<file path="src/rtl/ctrperm_pkg.sv">
package ctrperm_pkg;

   localparam int OUT_W = 6;
   localparam int BIT_ACCESS = 0;
   localparam int BIT_ZERO   = 1;
   localparam int BIT_UNDEF  = 2;
   localparam int BIT_TRAP1  = 3;
   localparam int BIT_TRAP2  = 4;
   localparam int BIT_TRAP3  = 5;

   localparam logic [5:0] TRAP_EC = 6'h18;

   typedef enum logic [2:0] {
      K_NONE,
      K_ACCESS,
      K_ZERO,
      K_UNDEF,
      K_TRAP1,
      K_TRAP2,
      K_TRAP3,
      K_UNPRED
   } kind_e;

   typedef struct packed {
      logic impl_over;
      logic acc_over;
      logic user_deny;
      logic user_to_el2;
      logic fgt_el1;
      logic fgt_el0;
      logic hyp_on;
      logic mon_prio;
      logic mon_on;
      logic zero_user;
   } cond_t;

endpackage

</file>
<file path="src/rtl/ctrperm_decode.sv">
module ctrperm_decode #(
   parameter int IDX_W   = 5,
   parameter int MAX_IDX = 30
) (
   input  logic [1:0]       op0,
   input  logic [2:0]       op1,
   input  logic [3:0]       crn,
   input  logic [3:0]       crm,
   input  logic [2:0]       op2,
   output logic             hit,
   output logic [IDX_W-1:0] idx
);
   localparam int HI_W = IDX_W - 3;

   logic [4:0] raw_idx;
   logic       fixed_ok;

   assign raw_idx  = {crm[1:0], op2};
   assign fixed_ok = (op0 == 2'd3) && (op1 == 3'd3) && (crn == 4'd14) &&
                     (crm[3:2] == 2'b10);

   generate
      if (IDX_W == 5) begin : g_full
         assign idx = raw_idx;
      end else begin : g_narrow
         assign idx = raw_idx[IDX_W-1:0];
      end
   endgenerate

   assign hit = fixed_ok && (int'(raw_idx) <= MAX_IDX);

   if (HI_W < 0) begin : g_bad_width
      $error("ctrperm_decode: IDX_W must be at least 3");
   end
endmodule

</file>
<file path="src/rtl/ctrperm_cond.sv">
module ctrperm_cond
   import ctrperm_pkg::*;
#(
   parameter int IDX_W   = 5,
   parameter int N_SLOTS = 31
) (
   input  logic               is_write,
   input  logic [IDX_W-1:0]   idx,
   input  logic               has_fgt,
   input  logic               has_uacc,
   input  logic               has_el3,
   input  logic               el2_en,
   input  logic               el0_host,
   input  logic               host_tge,
   input  logic               hyp_trap,
   input  logic               mon_trap,
   input  logic               mon_fgt_en,
   input  logic               sdd_prio,
   input  logic               fgt_rd,
   input  logic               fgt_wr,
   input  logic               usr_all,
   input  logic               usr_rd,
   input  logic               usr_gen,
   input  logic [N_SLOTS-1:0] usr_mask,
   input  logic [IDX_W:0]     impl_cnt,
   input  logic [IDX_W:0]     acc_cnt,
   output cond_t              cond
);
   localparam int PAD_W = 2 ** IDX_W;

   logic [PAD_W-1:0] mask_pad;
   logic [IDX_W:0]   idx_ext;
   logic             mask_bit;
   logic             rd_deny;
   logic             wr_deny;
   logic             fgt_armed;
   logic             fgt_bit;
   logic             zero_rd;
   logic             zero_wr;

   generate
      if (PAD_W > N_SLOTS) begin : g_pad
         assign mask_pad = {{(PAD_W - N_SLOTS){1'b0}}, usr_mask};
      end else begin : g_nopad
         assign mask_pad = usr_mask[PAD_W-1:0];
      end
   endgenerate

   assign idx_ext  = {1'b0, idx};
   assign mask_bit = mask_pad[idx];

   // user enable gate
   always_comb begin
      if (has_uacc) begin
         rd_deny = !(usr_all || usr_rd || usr_gen);
      end else begin
         rd_deny = !(usr_rd || usr_gen);
      end
      wr_deny = !usr_gen && (!usr_all || !has_uacc);
   end

   // fine-grained trap gate
   assign fgt_armed = el2_en && has_fgt && (!has_el3 || mon_fgt_en);
   assign fgt_bit   = is_write ? fgt_wr : fgt_rd;

   // user read-zero / write-ignore gate
   assign zero_rd = has_uacc && usr_all && !mask_bit;
   assign zero_wr = has_uacc && usr_all && (!mask_bit || usr_rd);

   always_comb begin
      cond             = '0;
      cond.impl_over   = (idx_ext >= impl_cnt);
      cond.acc_over    = el2_en && (idx_ext >= acc_cnt);
      cond.user_deny   = is_write ? wr_deny : rd_deny;
      cond.user_to_el2 = el2_en && host_tge;
      cond.fgt_el1     = fgt_armed && fgt_bit;
      cond.fgt_el0     = fgt_armed && fgt_bit && !el0_host;
      cond.hyp_on      = el2_en && hyp_trap;
      cond.mon_prio    = has_el3 && sdd_prio && mon_trap;
      cond.mon_on      = has_el3 && mon_trap;
      cond.zero_user   = is_write ? zero_wr : zero_rd;
   end
endmodule

</file>
<file path="src/rtl/ctrperm_resolve.sv">
module ctrperm_resolve
   import ctrperm_pkg::*;
#(
   parameter bit UNPRED_AS_UNDEF = 1'b1
) (
   input  logic             hit,
   input  logic [1:0]       cur_el,
   input  logic             has_ctr,
   input  logic             has_fgt,
   input  logic             sdd_undef,
   input  cond_t            cond,
   output logic [OUT_W-1:0] outcome,
   output logic [5:0]       ec
);
   kind_e kind;
   kind_e kind_fixed;
   kind_e mon_kind;
   kind_e acc_kind;

   assign mon_kind = sdd_undef ? K_UNDEF : K_TRAP3;
   assign acc_kind = has_fgt ? K_TRAP2 : K_UNPRED;

   // ordered decision chain
   always_comb begin
      kind = K_NONE;
      if (!hit) begin
         kind = K_NONE;
      end else if (!has_ctr) begin
         kind = K_UNDEF;
      end else if (cond.impl_over) begin
         kind = has_fgt ? K_UNDEF : K_UNPRED;
      end else begin
         unique case (cur_el)
            2'd0: begin
               if (cond.mon_prio)         kind = K_UNDEF;
               else if (cond.user_deny)   kind = cond.user_to_el2 ? K_TRAP2 : K_TRAP1;
               else if (cond.fgt_el0)     kind = K_TRAP2;
               else if (cond.hyp_on)      kind = K_TRAP2;
               else if (cond.acc_over)    kind = acc_kind;
               else if (cond.mon_on)      kind = mon_kind;
               else if (cond.zero_user)   kind = K_ZERO;
               else                       kind = K_ACCESS;
            end
            2'd1: begin
               if (cond.mon_prio)         kind = K_UNDEF;
               else if (cond.fgt_el1)     kind = K_TRAP2;
               else if (cond.hyp_on)      kind = K_TRAP2;
               else if (cond.acc_over)    kind = acc_kind;
               else if (cond.mon_on)      kind = mon_kind;
               else                       kind = K_ACCESS;
            end
            2'd2: begin
               if (cond.mon_prio)         kind = K_UNDEF;
               else if (cond.mon_on)      kind = mon_kind;
               else                       kind = K_ACCESS;
            end
            default: kind = K_ACCESS;
         endcase
      end
   end

   // resolve the open case to a fixed kind
   generate
      if (UNPRED_AS_UNDEF) begin : g_unp_undef
         assign kind_fixed = (kind == K_UNPRED) ? K_UNDEF : kind;
      end else begin : g_unp_zero
         assign kind_fixed = (kind == K_UNPRED) ? K_ZERO : kind;
      end
   endgenerate

   always_comb begin
      outcome = '0;
      unique case (kind_fixed)
         K_ACCESS: outcome[BIT_ACCESS] = 1'b1;
         K_ZERO:   outcome[BIT_ZERO]   = 1'b1;
         K_UNDEF:  outcome[BIT_UNDEF]  = 1'b1;
         K_TRAP1:  outcome[BIT_TRAP1]  = 1'b1;
         K_TRAP2:  outcome[BIT_TRAP2]  = 1'b1;
         K_TRAP3:  outcome[BIT_TRAP3]  = 1'b1;
         default:  outcome = '0;
      endcase
   end

   assign ec = ((kind_fixed == K_TRAP1) || (kind_fixed == K_TRAP2) ||
                (kind_fixed == K_TRAP3)) ? TRAP_EC : 6'h00;
endmodule

</file>
<file path="src/rtl/ctr_access_perm.sv">
module ctr_access_perm
   import ctrperm_pkg::*;
#(
   parameter int IDX_W           = 5,
   parameter int MAX_IDX         = 30,
   parameter bit UNPRED_AS_UNDEF = 1'b1,
   localparam int N_SLOTS        = MAX_IDX + 1,
   localparam int CNT_W          = IDX_W + 1
) (
   input  logic               is_write,
   input  logic [1:0]         enc_op0,
   input  logic [2:0]         enc_op1,
   input  logic [3:0]         enc_crn,
   input  logic [3:0]         enc_crm,
   input  logic [2:0]         enc_op2,
   input  logic [1:0]         cur_el,
   input  logic               has_ctr,
   input  logic               has_fgt,
   input  logic               has_uacc,
   input  logic               has_el3,
   input  logic               el2_en,
   input  logic               el0_host,
   input  logic               host_tge,
   input  logic               hyp_trap,
   input  logic               mon_trap,
   input  logic               mon_fgt_en,
   input  logic               sdd_prio,
   input  logic               sdd_undef,
   input  logic               fgt_rd,
   input  logic               fgt_wr,
   input  logic               usr_all,
   input  logic               usr_rd,
   input  logic               usr_gen,
   input  logic [N_SLOTS-1:0] usr_mask,
   input  logic [CNT_W-1:0]   impl_cnt,
   input  logic [CNT_W-1:0]   acc_cnt,
   output logic               hit,
   output logic [IDX_W-1:0]   ctr_idx,
   output logic [OUT_W-1:0]   outcome,
   output logic [5:0]         ec
);
   if (IDX_W != 5) begin : g_bad_idx
      $error("ctr_access_perm: the encoding carries a 5-bit index, IDX_W must be 5");
   end
   if (MAX_IDX < 0 || MAX_IDX >= (2 ** IDX_W)) begin : g_bad_max
      $error("ctr_access_perm: MAX_IDX out of range for IDX_W");
   end

   cond_t cond;

   ctrperm_decode #(
      .IDX_W   (IDX_W),
      .MAX_IDX (MAX_IDX)
   ) decode_i (
      .op0 (enc_op0),
      .op1 (enc_op1),
      .crn (enc_crn),
      .crm (enc_crm),
      .op2 (enc_op2),
      .hit (hit),
      .idx (ctr_idx)
   );

   ctrperm_cond #(
      .IDX_W   (IDX_W),
      .N_SLOTS (N_SLOTS)
   ) cond_i (
      .is_write   (is_write),
      .idx        (ctr_idx),
      .has_fgt    (has_fgt),
      .has_uacc   (has_uacc),
      .has_el3    (has_el3),
      .el2_en     (el2_en),
      .el0_host   (el0_host),
      .host_tge   (host_tge),
      .hyp_trap   (hyp_trap),
      .mon_trap   (mon_trap),
      .mon_fgt_en (mon_fgt_en),
      .sdd_prio   (sdd_prio),
      .fgt_rd     (fgt_rd),
      .fgt_wr     (fgt_wr),
      .usr_all    (usr_all),
      .usr_rd     (usr_rd),
      .usr_gen    (usr_gen),
      .usr_mask   (usr_mask),
      .impl_cnt   (impl_cnt),
      .acc_cnt    (acc_cnt),
      .cond       (cond)
   );

   ctrperm_resolve #(
      .UNPRED_AS_UNDEF (UNPRED_AS_UNDEF)
   ) resolve_i (
      .hit       (hit),
      .cur_el    (cur_el),
      .has_ctr   (has_ctr),
      .has_fgt   (has_fgt),
      .sdd_undef (sdd_undef),
      .cond      (cond),
      .outcome   (outcome),
      .ec        (ec)
   );
endmodule

</file>
<file path="config.mk">
export PLATFORM = sky130hd
export DESIGN_NAME = ctr_access_perm
export DESIGN_NICKNAME = d
export VERILOG_FILES = /design/src/rtl/ctrperm_pkg.sv /design/src/rtl/ctrperm_decode.sv /design/src/rtl/ctrperm_cond.sv /design/src/rtl/ctrperm_resolve.sv /design/src/rtl/ctr_access_perm.sv
export SDC_FILE = /design/constraint.sdc
export NUM_CORES = 1
export LEC_CHECK = 0
export BUFFER_PORTS_ARGS = -buffer_cell sky130_fd_sc_hd__clkbuf_2
export CORE_MARGIN = 2
export CORE_UTILIZATION = 38
export DETAILED_ROUTE_END_ITERATION = 10
export GPL_TIMING_DRIVEN = 0
export PLACE_DENSITY = 0.84
export SETUP_SLACK_MARGIN = 0.3
export SYNTH_ARGS = -nofsm -noshare
export SYNTH_HDL_FRONTEND = slang
export SYNTH_SLANG_ARGS = --single-unit
</file>
<file path="constraint.sdc">
create_clock -name vclk -period 3
set_clock_uncertainty 0.1 [all_clocks]
set_input_delay 0.3 -clock vclk [all_inputs]
set_output_delay 0.3 -clock vclk [all_outputs]
set_load 0.03 [all_outputs]
</file>
# Word-level counts from Yosys, hierarchy flattened
# Index checks and enable logic that the tools add are counted.
word_totals:
  reg_bits: 0
  input_bits: 79
  out_inout_bits: 18
  word_cells: 87
op_classes:
  n_lt_le_gt_ge: 4
  eq_ne: 13
  n_mux: 35
  reduce_logical: 35
op_table:
  columns: ["cell", "n"]
  rows:
  - ["3-bit two-way mux", 18]
  - ["1-bit logical AND", 18]
  - ["3-bit == test (second input constant)", 4]
  - ["5-bit by 6-bit greater-or-equal comparator with 1-bit output", 2]
  - ["1-bit two-way mux", 12]
  - ["3-bit by 2-bit == test with 1-bit output (second input constant)", 3]
  - ["3-bit one-hot mux with 3 select lines", 1]
  - ["1-bit logical NOT", 8]
  - ["1-bit logical OR", 8]
  - ["2-bit == test (second input constant)", 3]
  - ["5-bit by 6-bit < comparator with 1-bit output (second input constant)", 1]
  - ["1-bit binary-select mux with 5-bit select", 1]
  - ["5-bit less-or-equal comparator (second input constant)", 1]
  - ["5-bit two-way mux", 1]
  - ["4-bit == test (second input constant)", 1]
  - ["2-bit two-way mux", 2]
  - ["3-bit by 1-bit == test with 1-bit output (second input constant)", 1]
  - ["2-bit by 1-bit == test with 1-bit output (second input constant)", 1]
  - ["2-bit logical NOT", 1]

# Logic depth before layout (Yosys ltp)
# Gate-level depths: netlist of run 1.
depth:
  word_depth: 23
  mapped_depth: 11
  mapped_depth_nobuf: 9

# Modules after synthesis
# A second synthesis of run 1 with hierarchy kept.
unflattened:
  hier_cells: 126
  area_unflattened_um2: 978.4
by_module_without_submodules:
  columns: ["module", "instances", "cells_per_inst", "area_per_inst_um2"]
  rows:
  - ["ctrperm_cond", 1, 72, 614.3]
  - ["ctrperm_resolve", 1, 43, 286.5]
  - ["ctrperm_decode", 1, 11, 77.6]

# Worst setup path after synthesis of run 1
# No wires, ideal clock.
synth_timing:
  kind: "input to output"
  from: "in enc_op2[0]"
  to: "out ec[4]"
  arrival_time_ns: 2.798
  t_required_ns: 2.600
  path_slack_ns: -0.198
  cell_stages: 11
  path_buffers: 2
  path_cell_list: "buf_6 -> inv_1 -> ha_1 -> nor2b_1 -> o21ai_0 -> a41o_1 -> o41ai_1 -> o211ai_1 -> a211o_1 -> a21oi_1 -> buf_4"
synth_via:
  elab_chain_cells: 23
  elab_cells_between_ends: 35
  cone_classes: "order compare: 3; eq/ne: 4; mux: 20; reduce/logical: 8"
synth_rtl:
  columns: ["element", "line", "source"]
  rows:
  - ["from (decl)", "ctr_access_perm.sv:15", "input logic [2:0] enc_op2,"]
  - ["1-bit binary-select mux with 5-bit select", "ctrperm_cond.sv:50", "assign mask_bit = mask_pad[idx];"]
  - ["1-bit two-way mux (implied by the code)", "ctrperm_cond.sv:50", null]
  - ["1-bit logical NOT", "ctrperm_cond.sv:67, ctrperm_cond.sv:68", null]
  - ["1-bit logical OR", "ctrperm_cond.sv:68", "assign zero_wr = has_uacc && usr_all && (!mask_bit || usr_rd);"]
  - ["1-bit logical AND", "ctrperm_cond.sv:68", null]
  - ["1-bit two-way mux", "ctrperm_cond.sv:81", "cond.zero_user = is_write ? zero_wr : zero_rd;"]
  - ["2-bit two-way mux", "ctrperm_resolve.sv:41", "else if (cond.zero_user) kind = K_ZERO;"]
  - ["3-bit two-way mux", "ctrperm_resolve.sv:40", "else if (cond.mon_on) kind = mon_kind;"]
  - ["(+7 left out)", null, null]
  - ["3-bit two-way mux", "ctrperm_resolve.sv:28", "end else if (!has_ctr) begin"]
  - ["3-bit two-way mux (*)", "ctrperm_resolve.sv:26", "if (!hit) begin"]
  - ["3-bit == test", "ctrperm_resolve.sv:65", "assign kind_fixed = (kind == K_UNPRED) ? K_UNDEF : kind;"]
  - ["3-bit two-way mux (*)", "ctrperm_resolve.sv:65", null]
  - ["3-bit == test", "ctrperm_resolve.sv:84", "assign ec = ((kind_fixed == K_TRAP1) || (kind_fixed == K_TRAP2) ||"]
  - ["1-bit logical OR", "ctrperm_resolve.sv:84", null]
  - ["1-bit logical OR (*)", "ctrperm_resolve.sv:84", null]
  - ["5-bit two-way mux (*)", "ctrperm_resolve.sv:85", "(kind_fixed == K_TRAP3)) ? TRAP_EC : 6'h00;"]
  - ["to (decl)", "ctr_access_perm.sv:40", "output logic [5:0] ec"]
# Mark *: on every way between the ends. The rest lies on a longest branch, timed or not. The select of a mux whose other input is x is not followed.

# Worst setup path in the final report of run 1
layout_timing:
  from: "in enc_op2[0]"
  to: "out outcome[1]"
layout_via:
  elab_chain_cells: 21
  elab_cells_between_ends: 31
  cone_classes: "order compare: 3; eq/ne: 2; mux: 20; reduce/logical: 6"
layout_rtl:
  columns: ["element", "line", "source"]
  rows:
  - ["1-bit binary-select mux with 5-bit select", "ctrperm_cond.sv:50", null]
  - ["1-bit two-way mux (implied by the code)", "ctrperm_cond.sv:50", null]
  - ["1-bit logical NOT", "ctrperm_cond.sv:67, ctrperm_cond.sv:68", null]
  - ["1-bit logical OR", "ctrperm_cond.sv:68", null]
  - ["1-bit logical AND", "ctrperm_cond.sv:68", null]
  - ["1-bit two-way mux", "ctrperm_cond.sv:81", null]
  - ["2-bit two-way mux", "ctrperm_resolve.sv:41", null]
  - ["3-bit two-way mux", "ctrperm_resolve.sv:40", null]
  - ["(+5 left out)", null, null]
  - ["3-bit one-hot mux with 3 select lines", "ctrperm_resolve.sv:33", "unique case (cur_el)"]
  - ["3-bit two-way mux", "ctrperm_resolve.sv:30", "end else if (cond.impl_over) begin"]
  - ["3-bit two-way mux", "ctrperm_resolve.sv:28", null]
  - ["3-bit two-way mux (*)", "ctrperm_resolve.sv:26", null]
  - ["3-bit == test", "ctrperm_resolve.sv:65", null]
  - ["3-bit two-way mux (*)", "ctrperm_resolve.sv:65", null]
  - ["3-bit by 2-bit == test with 1-bit output (*)", "ctrperm_resolve.sv:73", "unique case (kind_fixed)"]
  - ["1-bit two-way mux (*)", "ctrperm_resolve.sv:73", null]
  - ["to (decl)", "ctr_access_perm.sv:39", "output logic [OUT_W-1:0] outcome,"]
# Marked as above.

==> results_tabular.tex, run 1 <==
\begin{tabular}{lr}
\hline
Metric & Value \\
\hline
\multicolumn{2}{l}{\textbf{Outcome}} \\
Status & finished clean \\
\multicolumn{2}{l}{\textbf{STA}} \\
Tcrit/Tclk final & 0.985 \\
Final Hold Vio Count & 0 \\
Final worst path period need & 2.96 ns \\
RSZ-0062 raised after global routing & yes \\
Maximum clock frequency & 338 MHz \\
Setup WS post-layout & 0.0440 ns \\
Worst Hold Margin & 0.884 ns \\
Count of endpoints failing setup in the final report & 0 \\
Max Transition Viols Final & 0 \\
\multicolumn{2}{l}{\textbf{Cells and area}} \\
Area of the multi-input gates & 932 um2 \\
Area Growth Syn to Fin & 80.4\% \\
Clock buffer cells & 0 \\
Sequential cell area & 0 um2 \\
\# diodes & 0 \\
Sequential cell count & 0 \\
Commonest non-fill, non-tap cell in the layout & sky130\_fd\_sc\_hd\_\_clkbuf\_2 \\
Number of nets in the finished design & 320 \\
Final standard cell area without fillers & 0.00175 mm2 \\
Commonest non-fill, non-tap cells in the layout & sky130\_fd\_sc\_hd\_\_clkbuf\_2 (85), sky130\_fd\_sc\_hd\_\_buf\_4 (17), sky130\_fd\_sc\_hd\_\_inv\_1 (14), sky130\_fd\_sc\_hd\_\_nand2\_1 (10), sky130\_fd\_sc\_hd\_\_ha\_1 (9) \\
Fill count & 208 \\
Layout cells sized above 1 & 0.590 \\
\multicolumn{2}{l}{\textbf{Floorplanning}} \\
Die area & 0.00297 mm2 \\
Number of top-level design ports & 97 \\
Horizontal die dimension & 54.5 um \\
Number of cell rows & 18 \\
Total core area & 0.00245 mm2 \\
Vert. Die Dim & 54.5 um \\
Initial core utilization & 0.394 \\
\multicolumn{2}{l}{\textbf{Detailed routing}} \\
Count of TritonRoute iterations in the first routing pass & 4 \\
Number of DRC markers after the initial detailed-route iteration & 25 \\
Total length of routed wires & 3120 um \\
Avg Vias per Cell & 5.10 \\
Detailed-route DRC error count & 0 \\
Via total after detailed routing & 1,322 \\
Average detailed-routed wire length per instance & 12.1 um \\
Antenna Violating Nets Remaining & 0 \\
\multicolumn{2}{l}{\textbf{Power and ir drop}} \\
Static leakage power & 1.01 nW \\
Switching power & 0.0958 mW \\
Comb power frac & 1.000 \\
Total power density per cell area & 118 mW/mm2 \\
Total power draw & 0.206 mW \\
Cell internal power dissipation & 0.110 mW \\
Switching share of total power & 0.465 \\
Fraction of power consumed by the clock network & 0 \\
Part of the total power dissipated in sequential elements & 0 \\
Maximum resistive drop on vdd & 83.6 uV \\
\multicolumn{2}{l}{\textbf{Logic synthesis}} \\
Gate Count Post-Synth & 126 \\
Area of the mapped netlist & 968 um2 \\
Count of unique library cells instantiated by Yosys & 41 \\
YS warnings & 0 \\
Sequential-to-total area share from yosys stat & 0 \\
Mean post-synth cell area & 7.69 um2 \\
\multicolumn{2}{l}{\textbf{Global route}} \\
Number of antenna violations at the first check in global routing & 0 \\
GRT overflow & 0 \\
GR Util All Layers & 0.205 \\
Via count of the first global-routing pass & 1,144 \\
Wire length of the first global-routing pass & 4660 um \\
Maximum number of pins on one net before global-route repair & 9 \\
\multicolumn{2}{l}{\textbf{Worst setup path}} \\
Element type at the critical path start & primary input \\
Worst Path Arrival & 2.56 ns \\
Worst Setup End Kind & output port \\
Crit Path Class & in2out \\
Worst-path maximum fanout & 8 \\
Required arrival time at the worst endpoint & 2.60 ns \\
\multicolumn{2}{l}{\textbf{Job}} \\
Max-capacitance violation count & 0 \\
\multicolumn{2}{l}{\textbf{Place}} \\
Port bufs & 93 \\
Pre-CTS worst setup slack & -0.146 ns \\
Placed Instance Area & 0.00159 mm2 \\
Weighted congestion at the end of routability-driven global placement & 0.780 \\
DP HPWL & 2670 um \\
\multicolumn{2}{l}{\textbf{Min path}} \\
Count of cells along the worst hold path & 3 \\
Tightest Hold Check Type & in2out \\
\hline
\end{tabular}
kinds of logic after synthesis:
logic type      Yosys count  synth area share
mux                      14             0.236
simple gates             42             0.257
fa+ha+maj                10             0.129
compound gates           31             0.218
buf+inv                  28             0.155
other cells               1           0.00387
worst paths after layout:
kind	startpoint	end	slack, ns
setup / recovery	enc_op2[0]	outcome[1]	0.04
hold / removal	enc_op2[0]	ctr_idx[0]	0.88
metal layers:
metal  share of wire  wire [um]  track usage
met5               0          0            0
met4          0.0096         30       0.0292
met1            0.38       1180        0.232
met2            0.55       1710        0.416
met3           0.066        205       0.0164
power groups by stage:
stage | sequential (mW) | combinational [mW] | clock [mW]
2_1_floorplan | 0 | 0.118 | 0
3_3_place_gp | 0 | 0.192 | 0
3_5_place_dp | 0 | 0.197 | 0
4_1_cts | 0 | 0.204 | 0
5_1_grt | 0 | 0.228 | 0
6_report | 0 | 0.206 | 0
area by class of cell:
class,instances,area share
Tap cell,30,0.0215
Buffer,13,0.0638
Inverter,15,0.0337
Timing Repair Buffer,100,0.347
Multi-Input combinational cell,101,0.534
synthesized netlist by cell type (all sizes together) (2+ instances only):
library cell | n | area share
nand2 | 10 | 0.039
nor3 | 2 | 0.010
nand3 | 4 | 0.021
nand3b | 3 | 0.023
a21oi | 8 | 0.041
o21ai | 5 | 0.026
o211ai | 4 | 0.031
nor2 | 5 | 0.019
nor2b | 4 | 0.026
ha | 10 | 0.13
mux4 | 7 | 0.16
a211o | 3 | 0.027
and2 | 2 | 0.013
buf | 11 | 0.089
clkbuf | 2 | 0.0078
inv | 15 | 0.058
and3 | 2 | 0.013
mux2i | 6 | 0.062
a31oi | 2 | 0.013
what timing repair did:
item,in CTS,in global routing
hold buffers,0,0
setup endpoints to repair,8,8
pin swaps,8,6
resized for setup,19,11
setup buffers,5,2
worst max-delay path: stages:
cell and delay [ns]:
sky130_fd_sc_hd__clkbuf_16 0.11, sky130_fd_sc_hd__buf_12 0.12, sky130_fd_sc_hd__mux4_2 0.49, sky130_fd_sc_hd__mux2_4 0.28, sky130_fd_sc_hd__nand3b_1 0.10, sky130_fd_sc_hd__o2111ai_2 0.11
sky130_fd_sc_hd__a31o_1 0.21, sky130_fd_sc_hd__a211o_4 0.38, sky130_fd_sc_hd__and4bb_2 0.33, sky130_fd_sc_hd__buf_8 0.13
metrics by stage:
step / std cells / utilization / setup TNS (ns)
floorplan: 129 / - / 0
global placement: 252 / 0.646 / -0.287
detailed placement: 252 / 0.646 / -0.370
CTS: 257 / 0.697 / -0.00618
global route: 259 / 0.712 / -0.0965
finish: 259 / 0.712 / 0
Power figures use the tool's default switching activity.
==> run 2, diff against run 1 <==
ABC_AREA = 1   (was default)
CORE_UTILIZATION = 43   (was 38)
GPL_TIMING_DRIVEN = default   (was 0)
PLACE_DENSITY = 0.85   (was 0.84)
==> run 2 against run 1 <==
Net effect: core utilization shrank 10 points; synthesized cell count grew 95%; clock-buffer cell count is the same; final cell count grew 39%; cell area shrank 2.8%; worst setup slack gained 0.41 ns; largest cell class unchanged; largest power group unchanged.
==> results_tabular.tex, run 2 <==
\begin{tabular}{lr}
\hline
Metric & Value \\
\hline
\multicolumn{2}{l}{\textbf{Cells and area}} \\
Commonest non-fill, non-tap cells in the layout & sky130\_fd\_sc\_hd\_\_clkbuf\_2 (85), sky130\_fd\_sc\_hd\_\_nand2\_1 (64), sky130\_fd\_sc\_hd\_\_inv\_1 (53), sky130\_fd\_sc\_hd\_\_nand3\_1 (35), sky130\_fd\_sc\_hd\_\_nor2\_1 (27) \\
Layout cells sized above 1 & 0.347 (-0.243) \\
Post-Route Utilization & 0.610 (-0.101) \\
\# diodes & 0 (unchanged) \\
Commonest non-fill, non-tap cell in the layout & sky130\_fd\_sc\_hd\_\_clkbuf\_2 \\
Final standard cell area without fillers & 0.00170 mm2 (-2.8\%) \\
Sequential cell count & 0 (unchanged) \\
Number of nets in the finished design & 420 (+31\%) \\
Clock buffer cells & 0 (unchanged) \\
Area Growth Syn to Fin & 33.7\% \\
Sequential cell area & 0 um2 (unchanged) \\
\multicolumn{2}{l}{\textbf{Worst setup path}} \\
Element type at the critical path start & primary input \\
Worst Path Arrival & 2.15 ns (-0.41 ns) \\
Required arrival time at the worst endpoint & 2.60 ns (about the same) \\
Critical-path top delay cell & sky130\_fd\_sc\_hd\_\_ha\_1 \\
Cell breakdown of the critical path & clkbuf\_2, ha\_1, a21o\_1, a21oi\_1, nand3\_1, nand2\_2, inv\_1, nor2\_2, nand3\_1, nand2\_1, nand2\_1, nand2\_1, nand2\_2, nand2\_1, nand2\_1, nor2\_1, buf\_4 \\
Dominant cell type by count on the critical path & sky130\_fd\_sc\_hd\_\_nand2\_1 \\
Crit Path Class & in2out \\
Kind of cell adding the most delay to the critical path & simple AND/OR/NAND/NOR gates \\
Worst Setup End Kind & output port \\
Worst-path maximum fanout & 7 (-1) \\
Critical path's largest stage delay & 0.32 ns (-0.17 ns) \\
Buffering stage count on the worst path with inverters included & 3 (unchanged) \\
\multicolumn{2}{l}{\textbf{Logic synthesis}} \\
Count of unique library cells instantiated by Yosys & 30 (-27\%) \\
Top cell type by total area after synthesis & sky130\_fd\_sc\_hd\_\_nand2\_1 \\
Portion of synthesized cell area occupied by the leading cell type & 0.192 (+0.0293) \\
Gate Count Post-Synth & 246 (+95\%) \\
Commonest cells in the synthesized netlist & sky130\_fd\_sc\_hd\_\_nand2\_1 (65), sky130\_fd\_sc\_hd\_\_inv\_1 (53), sky130\_fd\_sc\_hd\_\_nand3\_1 (35) \\
YS warnings & 0 (unchanged) \\
Area of the mapped netlist & 0.00127 mm2 (+31\%) \\
Sequential-to-total area share from yosys stat & 0 (unchanged) \\
Mean post-synth cell area & 5.16 um2 (-33\%) \\
Most area-consuming cells after synthesis & sky130\_fd\_sc\_hd\_\_nand2\_1 (19\%), sky130\_fd\_sc\_hd\_\_inv\_1 (16\%), sky130\_fd\_sc\_hd\_\_nand3\_1 (14\%) \\
Most repeated cell in the gate-level netlist after synthesis & sky130\_fd\_sc\_hd\_\_nand2\_1 \\
\multicolumn{2}{l}{\textbf{Floorplanning}} \\
Total core area & 0.00278 mm2 (+13\%) \\
Horizontal die dimension & 58.3 um (+7.1\%) \\
Initial core utilization & 0.457 (+0.0621) \\
Vert. Die Dim & 58.3 um (+7.1\%) \\
Number of cell rows & 19 (+1) \\
Number of top-level design ports & 97 (unchanged) \\
Die area & 0.00340 mm2 (+15\%) \\
\multicolumn{2}{l}{\textbf{Power and ir drop}} \\
Comb power frac & 1.000 (about the same) \\
Maximum resistive drop on vdd & 109 uV (+30\%) \\
Fraction of power consumed by the clock network & 0 (unchanged) \\
Switching share of total power & 0.574 (+0.109) \\
Total power density per cell area & 120 mW/mm2 (+2.0\%) \\
Total power draw & 0.204 mW (-0.87\%) \\
Switching power & 0.117 mW (+22\%) \\
Cell internal power dissipation & 0.0869 mW (-21\%) \\
Part of the total power dissipated in sequential elements & 0 (unchanged) \\
Static leakage power & 1.17 nW (+17\%) \\
\multicolumn{2}{l}{\textbf{Min path}} \\
Tightest Hold Check Type & in2out \\
\multicolumn{2}{l}{\textbf{Global route}} \\
GR Util All Layers & 0.189 (-0.0161) \\
Wire length of the first global-routing pass & 5420 um (+16\%) \\
Maximum number of pins on one net before global-route repair & 18 (+9) \\
Via count of the first global-routing pass & 1,439 (+26\%) \\
Number of antenna violations at the first check in global routing & 0 (unchanged) \\
GRT overflow & 0 (unchanged) \\
\multicolumn{2}{l}{\textbf{Detailed routing}} \\
Via total after detailed routing & 1,653 (+25\%) \\
Antenna Violating Nets Remaining & 0 (unchanged) \\
Average detailed-routed wire length per instance & 9.45 um (-22\%) \\
Detailed-route DRC error count & 0 (unchanged) \\
Avg Vias per Cell & 4.59 (-10\%) \\
Count of TritonRoute iterations in the first routing pass & 4 (unchanged) \\
Number of DRC markers after the initial detailed-route iteration & 44 (+76\%) \\
Total length of routed wires & 3400 um (+9.0\%) \\
\multicolumn{2}{l}{\textbf{STA}} \\
Max Transition Viols Final & 0 (unchanged) \\
Count of endpoints failing setup in the final report & 0 (unchanged) \\
Worst Hold Margin & 0.838 ns (-0.0460 ns) \\
Final setup TNS & 0 ns (unchanged) \\
Final Hold Vio Count & 0 (unchanged) \\
Tcrit/Tclk final & 0.850 (-0.136) \\
Maximum clock frequency & 392 MHz (+16\%) \\
Final worst path period need & 2.55 ns (-0.407 ns) \\
RSZ-0062 raised after global routing & yes \\
\multicolumn{2}{l}{\textbf{Clock network}} \\
Number of buffers inserted by hold repair at cts & 0 (unchanged) \\
\multicolumn{2}{l}{\textbf{Outcome}} \\
Status & finished clean \\
\multicolumn{2}{l}{\textbf{Place}} \\
Port bufs & 93 (unchanged) \\
Weighted congestion at the end of routability-driven global placement & 0.873 (+12\%) \\
DP HPWL & 2950 um (+10\%) \\
Placed Instance Area & 0.00168 mm2 (+5.6\%) \\
\multicolumn{2}{l}{\textbf{Job}} \\
Max-capacitance violation count & 0 (unchanged) \\
\hline
\end{tabular}
-- run 2: worst paths after layout --
kind	start	depth (start not counted)	end	slack [ns]
setup / recovery	enc_crm[0]	17	outcome[3]	0.45
hold / removal	enc_crm[0]	2	ctr_idx[3]	0.84
-- run 2: stage by stage --
stage | std cells | worst slack, ns
after CTS | 360 | 0.397
final | 360 | 0.451
after global routing | 360 | 0.230
after floorplan | 249 | 0.313
after global placement | 360 | 0.439
after detailed placement | 360 | 0.398
-- run 2: cells by family after synthesis --
family / count (synthesis) / synth area share
buf+inv: 70 / 0.271
fa+ha+maj: 10 / 0.0985
simple gates: 150 / 0.552
other cells: 1 / 0.00295
compound gates: 15 / 0.0759
-- run 2: power groups by stage --
stage	clock, mW	sequential [mW]	combinational [mW]
2_1_floorplan	0	0	0.137
3_3_place_gp	0	0	0.200
3_5_place_dp	0	0	0.202
4_1_cts	0	0	0.203
5_1_grt	0	0	0.233
6_report	0	0	0.204
-- run 2: layout make-up --
class              count  area (um2)
well taps             31        38.8
multi-input cells    179         952
repair buffers        94         488
fillers              285        1080
inverters             56         219
-- run 2: metal layers --
layer / vias up / track usage / part of all wire
met5: - / 0 / 0
met4: 0 / 0.0199 / 0.0024
met3: 2 / 0.0154 / 0.067
met2: 54 / 0.371 / 0.50
met1: 679 / 0.227 / 0.43
li1: 918 / - / -
-- run 2: repair_timing --
action                                  in CTS  in global routing
setup buffers                                0                  0
resized for setup                            0                 21
endpoints found under the setup margin       0                  7
==> run 3, diff against run 2 <==
clock period = 2.45 ns   (was 3 ns; I/O delays follow)
==> run 3 against run 2 <==
Net effect: non-clock buffer count is 10 higher; wire length is 21% higher; first-iteration DRC count is 27% higher; via count is 9.9% higher; power is 53% higher; flip-flop and latch count stayed put; largest cell class unchanged; sequential share of layout area stayed put; die area stayed put; largest power group unchanged; combinational power is 53% higher; global-route usage is 5.7 points higher; critical endpoint is now ec[3].
==> results_tabular.tex, run 3 (synthesized netlist as in run 2, its figures left out) <==
\begin{tabular}{lr}
\hline
Metric & Value \\
\hline
\multicolumn{2}{l}{\textbf{Outcome}} \\
Status & finished clean \\
\multicolumn{2}{l}{\textbf{STA}} \\
Max Transition Viols Final & 0 (unchanged) \\
Maximum clock frequency & 417 MHz \\
Worst Hold Margin & 0.744 ns (-0.0942 ns) \\
Final setup TNS & 0 ns (unchanged) \\
RSZ-0062 raised after global routing & yes \\
Final Hold Vio Count & 0 (unchanged) \\
Count of endpoints failing setup in the final report & 0 (unchanged) \\
Tcrit/Tclk final & 0.979 \\
Setup WS post-layout & 0.0510 ns (-0.400 ns) \\
Final worst path period need & 2.40 ns \\
\multicolumn{2}{l}{\textbf{Detailed routing}} \\
Average detailed-routed wire length per instance & 11.1 um (+17\%) \\
Via total after detailed routing & 1,817 (+9.9\%) \\
Detailed-route DRC error count & 0 (unchanged) \\
Antenna Violating Nets Remaining & 0 (unchanged) \\
Total length of routed wires & 4100 um (+21\%) \\
Count of TritonRoute iterations in the first routing pass & 4 (unchanged) \\
Number of DRC markers after the initial detailed-route iteration & 56 (+27\%) \\
Avg Vias per Cell & 4.91 (+7.0\%) \\
\multicolumn{2}{l}{\textbf{Place}} \\
Number of placed instances with taps included & 367 (+1.9\%) \\
Weighted congestion at the end of routability-driven global placement & 0.814 (-6.8\%) \\
Port bufs & 93 (unchanged) \\
DP HPWL & 3200 um (+8.6\%) \\
Pre-CTS worst setup slack & -0.0173 ns (-0.415 ns) \\
\multicolumn{2}{l}{\textbf{Worst setup path}} \\
Crit Path Class & in2out \\
Required arrival time at the worst endpoint & 2.11 ns (-0.49 ns) \\
Worst Path Arrival & 2.05 ns (-0.10 ns) \\
Element type at the critical path start & primary input \\
Worst-path maximum fanout & 5 (-2) \\
Worst Setup End Kind & output port \\
\multicolumn{2}{l}{\textbf{Cells and area}} \\
Commonest non-fill, non-tap cells in the layout & sky130\_fd\_sc\_hd\_\_clkbuf\_2 (80), sky130\_fd\_sc\_hd\_\_nand2\_1 (60), sky130\_fd\_sc\_hd\_\_inv\_1 (43), sky130\_fd\_sc\_hd\_\_nand3\_1 (32), sky130\_fd\_sc\_hd\_\_nor2\_1 (23) \\
Commonest non-fill, non-tap cell in the layout & sky130\_fd\_sc\_hd\_\_clkbuf\_2 \\
Layout cells sized above 1 & 0.457 (+0.111) \\
Sequential cell area & 0 um2 (unchanged) \\
\# diodes & 0 (unchanged) \\
Sequential cell count & 0 (unchanged) \\
Post-route non-filler standard cell count & 370 (+2.8\%) \\
Number of nets in the finished design & 430 (+2.4\%) \\
Clock buffer cells & 0 (unchanged) \\
Fill count & 235 (-18\%) \\
Area Growth Syn to Fin & 62.5\% \\
\multicolumn{2}{l}{\textbf{Floorplanning}} \\
Number of cell rows & 19 (unchanged) \\
Initial core utilization & 0.457 (unchanged) \\
Die area & 0.00340 mm2 (unchanged) \\
Horizontal die dimension & 58.3 um (unchanged) \\
Number of top-level design ports & 97 (unchanged) \\
Vert. Die Dim & 58.3 um (unchanged) \\
Total core area & 0.00278 mm2 (unchanged) \\
\multicolumn{2}{l}{\textbf{Power and ir drop}} \\
Maximum resistive drop on vdd & 108 uV (-0.91\%) \\
Static leakage power & 1.27 nW (+8.1\%) \\
Total power density per cell area & 151 mW/mm2 (+26\%) \\
\multicolumn{2}{l}{\textbf{Min path}} \\
Tightest Hold Check Type & in2out \\
Hold Path End & ctr\_idx[0] \\
Origin of the worst min-delay path & enc\_op2[0] \\
Count of cells along the worst hold path & 2 (unchanged) \\
\multicolumn{2}{l}{\textbf{Global route}} \\
Wire length of the first global-routing pass & 6890 um (+27\%) \\
Via count of the first global-routing pass & 1,701 (+18\%) \\
Number of antenna violations at the first check in global routing & 0 (unchanged) \\
Maximum number of pins on one net before global-route repair & 18 (unchanged) \\
GRT overflow & 0 (unchanged) \\
GR Util All Layers & 0.246 (+0.0568) \\
\multicolumn{2}{l}{\textbf{Job}} \\
Max-capacitance violation count & 0 (unchanged) \\
\multicolumn{2}{l}{\textbf{Clock network}} \\
Number of buffers inserted by hold repair at cts & 0 (unchanged) \\
\hline
\end{tabular}
## run 3: changes by cell type in the layout (fill, tap and decap cells not counted), sizes merged
cell and delta:
clkinv -2, buf +12, clkbuf -2, clkinvlp +1, inv +1
## run 3: routing by layer
layer | track usage | wire, um | vias to the layer above
li1 | - | - | 936
met1 | 0.320 | 1650 | 804
met2 | 0.461 | 2100 | 75
met3 | 0.0176 | 327 | 2
met4 | 0.0133 | 21 | 0
met5 | 0 | 0 | -
## run 3: final cells by class
class / count / area [um2] / share of cell area
inverter: 56 / 226 / 0.110
tap: 31 / 38.8 / 0.0188
timing repair buffer: 104 / 672 / 0.326
multi-input combinational: 179 / 1130 / 0.546
## run 3: worst max path at each step
| stage | slack [ns] | from | end |
|---|---|---|---|
| after floorplan | 0.11 | enc_op2[0] | ec[4] |
| after global placement | 0.02 | enc_op2[1] | outcome[0] |
| after detailed placement | -0.02 | enc_op2[1] | outcome[0] |
| after CTS | 0.14 | acc_cnt[3] | ec[4] |
| after global routing | -0.05 | acc_cnt[3] | ec[3] |
| final | 0.05 | enc_op2[2] | ec[3] |
## run 3: per-stage QoR
stage,total power [mW],util,cell area (um2)
floorplan,0.175,-,1370
global placement,0.263,0.652,1810
detailed placement,0.268,0.652,1810
CTS,0.292,0.716,1990
global route,0.348,0.742,2060
finish,0.312,0.742,2060
## run 3: repair_timing
item | in CTS | in global routing
setup buffers | 2 | 1
setup endpoints to repair | 8 | 8
pin swaps | 27 | 14
resized for setup | 40 | 23
## run 3: worst max-delay path, cell delays in order
cell and delay [ns]:
sky130_fd_sc_hd__clkbuf_2 0.11, sky130_fd_sc_hd__ha_1 0.30, sky130_fd_sc_hd__nand2_1 0.08, sky130_fd_sc_hd__inv_1 0.05, sky130_fd_sc_hd__nand4_1 0.09, sky130_fd_sc_hd__nand3_1 0.10
sky130_fd_sc_hd__nand2_2 0.14, sky130_fd_sc_hd__inv_2 0.06, sky130_fd_sc_hd__nor2_2 0.09, sky130_fd_sc_hd__nand2_1 0.07, sky130_fd_sc_hd__nand2_1 0.10, sky130_fd_sc_hd__nand3_2 0.12
sky130_fd_sc_hd__nand2_4 0.15, sky130_fd_sc_hd__nor2_4 0.05, sky130_fd_sc_hd__nor2_4 0.13, sky130_fd_sc_hd__buf_8 0.14
## run 3: report_power, final
group          switching, mW  internal (mW)
logic                  0.174          0.138
registers                  0              0
clock network              0              0
